===== config.mk =====
export PLATFORM = sky130hd
export DESIGN_NAME = tmr_pin_stop_ctrl
export DESIGN_NICKNAME = d
export VERILOG_FILES = /design/src/rtl/tps_pkg.sv /design/src/rtl/tps_stop_sync.sv /design/src/rtl/tps_ctl_regs.sv /design/src/rtl/tps_pin_mux.sv /design/src/rtl/tmr_pin_stop_ctrl.sv
export SDC_FILE = /design/constraint.sdc
export NUM_CORES = 1
export LEC_CHECK = 0
export ABC_CLOCK_PERIOD_IN_PS = 900
export CAP_MARGIN = 20
export CORE_ASPECT_RATIO = 1.25
export CORE_UTILIZATION = 25
export CTS_CLUSTER_DIAMETER = 200
export DETAILED_ROUTE_END_ITERATION = 16
export PLACE_DENSITY = 0.72
export SLEW_MARGIN = 10
export SYNTH_ARGS = -nofsm -noshare
export SYNTH_HDL_FRONTEND = slang
export SYNTH_SLANG_ARGS = --single-unit

===== constraint.sdc =====
create_clock -name clk -period 0.9 [get_ports clk]
set_input_delay 0.18 -clock clk [delete_from_list [all_inputs] [get_ports clk]]
set_output_delay 0.18 -clock clk [all_outputs]
set_load 0.02 [all_outputs]

===== src/rtl/tps_pkg.sv =====
package tps_pkg;

    localparam int CTL_W  = 8;
    localparam int SEL_W  = $clog2(CTL_W);
    localparam int ESEL_W = 2;

    typedef enum logic [ESEL_W-1:0] {
        EDGE_FALL = 2'b00,
        EDGE_RISE = 2'b01,
        EDGE_NONE = 2'b10,
        EDGE_BOTH = 2'b11
    } edge_sel_e;

    typedef enum logic [1:0] {
        PIN_PORT_OUT,
        PIN_PORT_IN,
        PIN_IRQ_IN,
        PIN_TMR_OUT
    } pin_mode_e;

    typedef struct packed {
        logic mode;
        logic func;
        logic dir;
    } pin_cfg_t;

    typedef struct packed {
        logic val;
        logic oe;
        logic irq;
    } pad_drv_t;

    typedef struct packed {
        logic      en;
        logic      latched;
        edge_sel_e esel;
        logic      err;
    } ctl_state_t;

    function automatic pin_mode_e decode_mode(pin_cfg_t c);
        pin_mode_e m;
        if (!c.mode)      m = c.dir ? PIN_PORT_IN : PIN_PORT_OUT;
        else if (!c.func) m = PIN_IRQ_IN;
        else              m = PIN_TMR_OUT;
        return m;
    endfunction

    function automatic logic edge_hit(edge_sel_e s, logic cur, logic prev);
        logic r;
        case (s)
            EDGE_FALL: r = prev & ~cur;
            EDGE_RISE: r = ~prev & cur;
            EDGE_BOTH: r = prev ^ cur;
            default:   r = 1'b0;
        endcase
        return r;
    endfunction

endpackage


===== src/rtl/tps_stop_sync.sv =====
module tps_stop_sync
    import tps_pkg::*;
#(
    parameter int STAGES = 2
) (
    input  logic      clk,
    input  logic      rst,
    input  logic      pin_i,
    input  edge_sel_e esel_i,
    output logic      evt_o
);

    localparam int TOP = STAGES - 1;

    logic [STAGES-1:0] chain;
    logic              prev;

    generate
        if (STAGES > 1) begin : g_multi
            always_ff @(posedge clk) begin
                if (rst) chain <= '0;
                else     chain <= {chain[STAGES-2:0], pin_i};
            end
        end else begin : g_single
            always_ff @(posedge clk) begin
                if (rst) chain <= '0;
                else     chain <= pin_i;
            end
        end
    endgenerate

    always_ff @(posedge clk) begin
        if (rst) prev <= 1'b0;
        else     prev <= chain[TOP];
    end

    assign evt_o = edge_hit(esel_i, chain[TOP], prev);

    // the "no edge" code never yields an event
    p_none_code_silent_r8: assert property (@(posedge clk) disable iff (rst)
        (esel_i == EDGE_NONE) |-> !evt_o);

    // an event only follows a change of the synchronized level
    p_evt_on_change_r8: assert property (@(posedge clk) disable iff (rst)
        evt_o |-> (chain[TOP] != prev));

endmodule


===== src/rtl/tps_ctl_regs.sv =====
module tps_ctl_regs
    import tps_pkg::*;
(
    input  logic             clk,
    input  logic             rst,
    input  logic             wr_i,
    input  logic             bit_wr_i,
    input  logic [SEL_W-1:0] bit_sel_i,
    input  logic [CTL_W-1:0] wdata_i,
    input  logic             esel_wr_i,
    input  edge_sel_e        esel_wdata_i,
    input  logic             tmr_run_i,
    input  logic             stop_evt_i,
    input  logic             tmr_mode_i,
    output logic [CTL_W-1:0] rdata_o,
    output ctl_state_t       st_o
);

    ctl_state_t st_q, st_d;
    logic       en_hit;
    logic       en_clear;

    assign en_hit   = wr_i && (!bit_wr_i || (bit_sel_i == '0));
    assign en_clear = en_hit && !wdata_i[0];

    always_comb begin
        st_d = st_q;
        if (en_hit) st_d.en = wdata_i[0];
        if (en_clear)
            st_d.latched = 1'b0;
        else if (st_q.en && stop_evt_i && tmr_mode_i)
            st_d.latched = 1'b1;
        if (esel_wr_i) begin
            if (tmr_run_i) st_d.err  = 1'b1;
            else           st_d.esel = esel_wdata_i;
        end
    end

    always_ff @(posedge clk) begin
        if (rst) begin
            st_q.en      <= 1'b0;
            st_q.latched <= 1'b0;
            st_q.esel    <= EDGE_FALL;
            st_q.err     <= 1'b0;
        end else begin
            st_q <= st_d;
        end
    end

    assign rdata_o = {{(CTL_W-1){1'b0}}, st_q.en};
    assign st_o    = st_q;

    // reset leaves the register cleared
    p_reset_clear_r1: assert property (@(posedge clk)
        rst |=> (rdata_o == '0));

    // without stop-enable there is never a latched stop
    p_disabled_no_latch_r2: assert property (@(posedge clk) disable iff (rst)
        !st_q.en |-> !st_q.latched);

    // latch holds unless a zero is written to stop-enable
    p_latch_hold_r4: assert property (@(posedge clk) disable iff (rst)
        (st_q.latched && !en_clear) |=> st_q.latched);

    // protected write leaves edge-select unchanged
    p_esel_frozen_r9: assert property (@(posedge clk) disable iff (rst)
        (esel_wr_i && tmr_run_i) |=> $stable(st_q.esel));

    // error flag is sticky
    p_err_sticky_r9: assert property (@(posedge clk) disable iff (rst)
        st_q.err |=> st_q.err);

    // a stop only latches when enable was already set and an event came
    p_no_self_set_r10: assert property (@(posedge clk) disable iff (rst)
        $rose(st_q.latched) |-> ($past(st_q.en) && $past(stop_evt_i) && $past(tmr_mode_i)));

endmodule


===== src/rtl/tps_pin_mux.sv =====
module tps_pin_mux
    import tps_pkg::*;
(
    input  pin_cfg_t cfg_i,
    input  logic     latched_i,
    input  logic     tmr_wave_i,
    input  logic     port_data_i,
    input  logic     pad_i,
    output pad_drv_t drv_o
);

    pin_mode_e mode;

    assign mode = decode_mode(cfg_i);

    always_comb begin
        drv_o = '0;
        unique case (mode)
            PIN_PORT_OUT: begin
                drv_o.val = port_data_i;
                drv_o.oe  = 1'b1;
            end
            PIN_PORT_IN: begin
                drv_o.oe  = 1'b0;
            end
            PIN_IRQ_IN: begin
                drv_o.irq = pad_i;
            end
            PIN_TMR_OUT: begin
                drv_o.val = tmr_wave_i;
                drv_o.oe  = ~latched_i;
            end
            default: drv_o = '0;
        endcase
    end

endmodule


===== src/rtl/tmr_pin_stop_ctrl.sv =====
module tmr_pin_stop_ctrl
    import tps_pkg::*;
#(
    parameter int SYNC_STAGES = 2
) (
    input  logic             clk,
    input  logic             rst,
    input  logic             pad_i,
    input  logic             stop_pin_i,
    input  logic             tmr_wave_i,
    input  logic             port_data_i,
    input  logic             mode_ctl_i,
    input  logic             func_ctl_i,
    input  logic             dir_i,
    input  logic             tmr_run_i,
    input  logic             ctl_wr_i,
    input  logic             ctl_bit_wr_i,
    input  logic [SEL_W-1:0] ctl_bit_sel_i,
    input  logic [CTL_W-1:0] ctl_wdata_i,
    input  logic             esel_wr_i,
    input  logic [ESEL_W-1:0] esel_wdata_i,
    output logic [CTL_W-1:0] ctl_rdata_o,
    output logic [ESEL_W-1:0] esel_o,
    output logic             esel_err_o,
    output logic             pad_o,
    output logic             pad_oe_o,
    output logic             irq_o
);

    ctl_state_t st;
    pin_cfg_t   cfg;
    pad_drv_t   drv;
    logic       stop_evt;
    logic       tmr_mode;

    assign cfg      = '{mode: mode_ctl_i, func: func_ctl_i, dir: dir_i};
    assign tmr_mode = (decode_mode(cfg) == PIN_TMR_OUT);

    tps_stop_sync #(.STAGES(SYNC_STAGES)) u_sync (
        .clk    (clk),
        .rst    (rst),
        .pin_i  (stop_pin_i),
        .esel_i (st.esel),
        .evt_o  (stop_evt)
    );

    tps_ctl_regs u_regs (
        .clk          (clk),
        .rst          (rst),
        .wr_i         (ctl_wr_i),
        .bit_wr_i     (ctl_bit_wr_i),
        .bit_sel_i    (ctl_bit_sel_i),
        .wdata_i      (ctl_wdata_i),
        .esel_wr_i    (esel_wr_i),
        .esel_wdata_i (edge_sel_e'(esel_wdata_i)),
        .tmr_run_i    (tmr_run_i),
        .stop_evt_i   (stop_evt),
        .tmr_mode_i   (tmr_mode),
        .rdata_o      (ctl_rdata_o),
        .st_o         (st)
    );

    tps_pin_mux u_mux (
        .cfg_i       (cfg),
        .latched_i   (st.latched),
        .tmr_wave_i  (tmr_wave_i),
        .port_data_i (port_data_i),
        .pad_i       (pad_i),
        .drv_o       (drv)
    );

    assign pad_o      = drv.val;
    assign pad_oe_o   = drv.oe;
    assign irq_o      = drv.irq;
    assign esel_o     = st.esel;
    assign esel_err_o = st.err;

    // timer mode without a latched stop keeps the buffer driven
    p_timer_oe_r7: assert property (@(posedge clk) disable iff (rst)
        (mode_ctl_i && func_ctl_i && !st.latched) |-> pad_oe_o);

    // stop-enable clear means the timer pad never floats
    p_stop_needs_enable_r2: assert property (@(posedge clk) disable iff (rst)
        (tmr_mode && ctl_rdata_o[0] == 1'b0) |-> pad_oe_o);

endmodule


==> results of run 1 <==
metal layers:
layer | vias up | track usage (%) | wire [um]
met5 | - | 0 | 0
met2 | 20 | 28.14 | 659
met4 | 0 | 8.276 | 0
met3 | 0 | 3.256 | 88
met1 | 213 | 11.40 | 415
li1 | 223 | - | -
sequential cells by signal, indices dropped and copies added (netlist names):
| name | count |
|---|---|
| u_regs.st_o | 4 |
| u_sync.chain | 2 |
| u_sync.prev | 1 |
| u_regs.rdata_o | 1 |
cells in the mapped netlist:
cell type,count
a32o_1,1
a21oi_2,1
nor2b_1,3
nand3_1,2
o21ai_0,2
nor2_1,7
conb_1,1
a21oi_1,3
dfxtp_1,8
nand2_1,3
ha_1,2
o31ai_1,2
mux2i_1,2
inv_1,3
buf_4,7
nor3_2,1
nand3b_1,1
power groups by stage:
stage                     Sequential [W]  Combinational, W  Clock, W
after floorplan                 0.000400          0.000102         0
after global placement          0.000384          0.000242         0
after detailed placement        0.000384          0.000247         0
after CTS                       0.000383          0.000249  0.000281
after global routing            0.000382          0.000275  0.000294
final                           0.000381          0.000256  0.000261
worst max-delay path, delay by kind of cell, from the launching register on:
kind                     cells  cell delay [ns]
adder cells (fa/ha/maj)      1             0.15
flip-flops                   1             0.36
buffers and inverters        1             0.05
AO/OA/AOI/OAI                3             0.39
AND/OR/NAND/NOR              1             0.06
final cells by class:
type | count | area, sq um
fill | 158 | 757.0
multi-input combinational | 37 | 276.5
tap | 18 | 22.52
sequential | 8 | 170.2
inverter | 3 | 11.26
clock buffer | 3 | 22.52
timing repair buffer | 35 | 301.5
path summary, 6_finish.rpt:
kind                        start         endpoint
setup / recovery      u_sync.prev   u_regs.st_o[3]
hold / removal          esel_wr_i   u_regs.st_o[0]
setup reg to reg      u_sync.prev   u_regs.st_o[3]
hold reg to reg   u_sync.chain[0]  u_sync.chain[1]
repair_timing:
action | 4_1_cts | 5_1_grt
setup buffers | 3 | 0
pin swaps | 9 | 4
gates resized for setup | 80 | 4
endpoints found under the setup margin | 11 | 5
cells by family (layout without fill, tap and decap cells):
logic type	Yosys count	count (layout)	share of synthesized area (%)
other cells	1	7	0.9027
mux	2	2	4.819
flops	8	8	38.55
fa+ha+maj	2	2	6.023
simple gates	17	17	20.18
compound gates	9	9	14.16
buf+inv	10	41	15.36
through the flow:
step	worst slack [ns]	hold WS, ns	total power (W)	utilization [%]	TNS (ns)
final	-0.2191	0.3369	0.0008985	51.52	-0.5547
after global routing	-0.2664	0.3788	0.0009509	51.52	-0.7098
after CTS	-0.2247	0.3229	0.0009129	50.48	-0.4874
after detailed placement	-0.8121	0.4264	0.0006309	46.55	-4.909
after global placement	-0.7814	0.4194	0.0006259	46.55	-4.716
after floorplan	-0.1089	0.2450	0.0005017	-	-0.1089
placed cells by master, fill, tap and decap left out, types with 3 or more instances in the layout:
| cell | Yosys | layout |
|---|---|---|
| buf_4 | 7 | 13 |
| nor2_1 | 7 | 6 |
| inv_2 | 0 | 3 |
| buf_2 | 0 | 3 |
| conb_1 | 1 | 7 |
| nand2_1 | 3 | 3 |
| dfxtp_2 | 0 | 5 |
| clkdlybuf4s50_1 | 0 | 7 |
| clkbuf_4 | 0 | 3 |
| buf_6 | 0 | 5 |
| dlygate4sd2_1 | 0 | 6 |
==> impl_metrics.ini, run 1 <==
[synthesis]
synth_top_area_cell = dfxtp_1
ys_seq_area_share_pct = 38.55
synth_top_area_share_pct = 38.55
syn_inst = 49
synthTopCellsByArea = dfxtp_1 (39%), buf_4 (13%), nor2_1 (6.3%)
synth_cell_types = 17
synth-seq-cells = 8
yosys_warnings = 0
synth_area_sq_um = 415.4
syn_avg_cell_area_sq_um = 8.478

[final_layout]
nets = 116
drive_gt1_share_pct = 51.16
fin_cells = 104
antenna_cells = 0
final_area_sq_um = 804.5
syn2layout_area_growth_pct = 93.67

[placed_design]
place_congestion = 0.7317
portBuffers = 25
place_area_sq_um = 726.9
place_hpwl_um = 834.3
post-place-cells = 98

[power]
ir_worst_vdd_uv = 685.8
p_int_w = 0.0006561
powerDensity_nw_per_um2 = 1117
clkPwrFrac_pct = 29.1
switching_share_pct = 26.98
seq_power_share_pct = 42.4
p_leak_nw = 0.3596
p_comb_share_pct = 28.5
netSwitchingPower_w = 0.0002424

[detailed_routing]
drt_iter0_markers = 1
drt-pass1-iter-count = 2
drtAntennaViolNets = 0
viasPerCell = 4.385
avgRoutedWirePerCell_um = 11.18
num_vias = 456
finalWirelength_mm = 1.163
drc_errors = 0

[timing]
fin_ws_ns = -0.2191
rsz0062_at_grt = true
period_needed_ns = 1.119
setup_violations = 3
finalClockSkew_ns = 0.001527
fmaxAchievable_ghz = 0.8936
hold_viol_final = 0
report.final.slew_viol_count = 0
min_period_over_period_pct = 124.3

[clock_tree]
clkSinkCount = 8
clkSlewWorstSetupHoldPaths_ns = 0.05
cts_tree = built
cts-buffers-inserted = 3
cts_hold_buf = 0
cts_htree_levels = 1
clockRootBuffer = clkbuf_4
cts_buffer_depth = 2
insertion_delay_ns = 0.25

[floorplanning]
core_area_sq_um = 1562
num_rows = 16
io_pins = 40
initial_core_util_pct = 26.60
die_x_um = 38.46
die_y_um = 47.58
die-area_sq_um = 1830

[setup_path]
arrival_ns = 1.26
slowest_delay_ns = 0.36
endpoint_kind = flip-flop
path_max_fanout = 2
path_cells = inv_2, ha_4, o21ai_2, o31ai_4, a21oi_2, nor3_2
setup.worst_path.start_class = flip-flop
crit_slowest_cell = dfxtp_4
reg2reg_depth = 6
required_ns = 1.04
crit_type = reg -> reg
rrSetupSlack_ns = -0.22

[grt]
grt_pass1_wl_mm = 1.676
grt_pass1_vias = 458
grt-ovfl-total = 0
track_usage_pct = 13.68
antenna_found_initial = 0
grt_max_degree = 7

[flow_run]
maxCapViolCount = 0

[outcome]
status = finished, violations left
violations = setup timing

[hold_path]
hold_class = in -> reg
hold_depth = 3
Power figures use the tool's default switching activity.
==> run 2: changes to the inputs <==
- ABC_AREA: unset -> 1
- CORE_UTILIZATION: 25 -> 26
- PLACE_DENSITY: 0.72 -> 0.73
==> run 2 against run 1 <==
Compared with the run above: flip-flop and latch count unchanged; clock skew about the same; clock power about the same; die area increased by 1.3%; maximum frequency increased by 13%; sequential power increased by 2%; combinational power increased by 9.8%; the run still ends with setup timing left; sequential share of layout area decreased by 0.69 points; setup slack improved by 0.13 ns; critical path type is now reg -> out; global-route usage decreased by 3.1 points; via count increased by 1.8%.
==> impl_metrics.ini, run 2 <==
[synthesis]
synth-simple-area-share_pct = 24.57
post_synth_fa_ha_maj_area_fraction_pct = 5.714
synth_xor_xnor_area_share_pct = 0
synthTopCellsByArea = dfxtp_1 (37%), buf_4 (12%), inv_1 (10%)
synth_cell_types = 15
netlist_top_cells_count = inv_1 (12), nand2_1 (10), nor2_1 (9)
ys_seq_area_share_pct = 36.57
synth_top_area_cell = dfxtp_1
synthMuxAreaShare_pct = 0
synthFlopType = dfxtp_1
synth_compound_gate_area_share_pct = 9.143
synth_area_sq_um = 437.9
yosys_warnings = 0
synth_enable_flop_cells = 0
syn_avg_cell_area_sq_um = 6.951
synth_top_area_share_pct = 36.57
yosysMostFrequentCell = inv_1
synth-seq-cells = 8
syn_inst = 63
async_flop_share_pct = 0
synth_top_family_by_area = simple AND/OR/NAND/NOR gates

[placed_design]
place_congestion = 0.7207
place_hpwl_um = 728.1
place_area_sq_um = 738.2
portBuffers = 25
place_ws_ns = -0.9085

[setup_path]
crit_type = reg -> out
r2r-start = u_sync.chain[1]
slowest_delay_ns = 0.31
reg2reg_depth = 8
required_ns = 0.72
path_max_fanout = 2
regToRegEndpoint = u_regs.st_o[3]
path_cells = o21ai_1, buf_4
crit_slowest_cell = dfxtp_1
endpoint_kind = primary output
arrival_ns = 0.81
rrSetupSlack_ns = -0.08
setup.worst_path.start_class = flip-flop

[power]
ir_worst_vdd_uv = 583.0
p_leak_nw = 0.4100
powerDensity_nw_per_um2 = 1136

[grt]
grt_pass1_wl_mm = 1.373
grt_pass1_vias = 425
grt_max_degree = 5
grt-ovfl-total = 0
antenna_found_initial = 0
track_usage_pct = 10.61

[floorplanning]
num_rows = 16
die_x_um = 38.71
die_y_um = 47.89
core_area_sq_um = 1562
die-area_sq_um = 1853
initial_core_util_pct = 28.04
io_pins = 40

[timing]
period_needed_ns = 0.9870
min_period_over_period_pct = 109.7
fmaxAchievable_ghz = 1.013
fin_ws_ns = -0.08705
report.final.slew_viol_count = 0
setup_violations = 3
finalClockSkew_ns = 0.001750
hold_viol_final = 0
rsz0062_at_grt = true

[clock_tree]
cts-buffers-inserted = 3
cts_tree = built
insertion_delay_ns = 0.24
clkSlewWorstSetupHoldPaths_ns = 0.05
cts_buffer_depth = 2
clkSinkCount = 8
clockRootBuffer = clkbuf_4
cts_htree_levels = 1
cts_hold_buf = 0

[final_layout]
syn2layout_area_growth_pct = 87.14
largest_reg_flops = 4
antenna_cells = 0
final_common_cell = clkdlybuf4s50_1
final_cell_mix = clkdlybuf4s50_1 (10), inv_1 (9), buf_4 (9)
nets = 128
fin_util_pct = 52.48
drive_gt1_share_pct = 44.90
final_area_sq_um = 819.5

[hold_path]
hold_depth = 6
hold_class = in -> reg
min_delay_worst_endpoint = u_regs.rdata_o[0]
hold_start = ctl_bit_sel_i[1]

[detailed_routing]
drc_errors = 0
viasPerCell = 4.000
drtAntennaViolNets = 0
top_layer_used = met3
wl_met3_um = 74
drt_iter0_markers = 3
wl_met2_um = 474
avgRoutedWirePerCell_um = 7.638
m1WireLength_um = 337
finalWirelength_um = 886
num_vias = 464
drt-pass1-iter-count = 2

[outcome]
status = finished, violations left
violations = setup timing

[flow_run]
maxCapViolCount = 0
## run 2: changes by cell type in the layout (fill, tap and decap cells not counted), sizes merged, moves of 3 or more
cell / before / now
buf: 21 / 17
clkdlybuf4s50: 7 / 10
dlygate4sd2: 6 / 2
inv: 3 / 12
nor2b: 3 / 0
nand2: 3 / 10
## run 2: final cells by class
class	count	area, sq um
timing repair buffer	33	315.3
fill	156	742.0
tap	18	22.52
clock buffer	3	22.52
sequential	8	167.7
inverter	13	50.05
multi-input combinational	41	241.5
## run 2: kinds of logic (layout without fill, tap and decap cells)
family / Yosys count / count (layout)
buffers and inverters: 20 / 49
AND/OR/NAND/NOR: 24 / 24
AO/OA/AOI/OAI: 8 / 8
flip-flops: 8 / 8
other: 1 / 7
adder cells (fa/ha/maj): 2 / 2
## run 2: how the worst max path moves through the flow
| stage | to | startpoint | slack [ns] | depth (start not counted) |
|---|---|---|---|---|
| after floorplan | u_regs.st_o[3] | u_sync.prev | -0.07 | 7 |
| after global placement | pad_o | mode_ctl_i | -0.89 | 4 |
| after detailed placement | pad_o | mode_ctl_i | -0.91 | 4 |
| after CTS | u_regs.st_o[3] | u_sync.prev | -0.10 | 7 |
| after global routing | u_regs.st_o[3] | u_sync.chain[1] | -0.15 | 8 |
| final | pad_oe_o | u_regs.st_o[3] | -0.09 | 2 |
## run 2: routing by layer
metal	GRT usage (%)	up-vias
met1	8.475	193
met3	1.395	0
li1	-	245
met2	23.00	26
met5	0	-
met4	6.207	0
## run 2: critical path: cells and delay by family (launching register included)
kind                   cells  cell delay [ns]
AO/OA/AOI/OAI              1             0.11
flip-flops                 1             0.31
buffers and inverters      1             0.15
## run 2: stage by stage
stage / total power, W / cells / hold slack [ns] / setup TNS [ns]
finish: 0.0009308 / 116 / 0.3955 / -0.2034
global route: 0.0009832 / 116 / 0.4131 / -0.3707
CTS: 0.0009347 / 115 / 0.4018 / -0.2787
detailed placement: 0.0006544 / 112 / 0.4022 / -4.345
global placement: 0.0006508 / 112 / 0.3902 / -4.224
floorplan: 0.0005207 / 69 / 0.2450 / -0.1338
## run 2: what timing repair did
item	CTS	global route
resized for setup	68	12
buffers inserted	0	1
endpoints found under the setup margin	8	7
hold endpoints to repair	0	0
pin swaps	13	11
## run 2: power breakdown
group,internal [W],switching [W],total [W]
registers,0.000376,0.0000131,0.000389
logic,0.000154,0.000127,0.000281
clock network,0.000152,0.000109,0.000260
total,0.000682,0.000249,0.000931
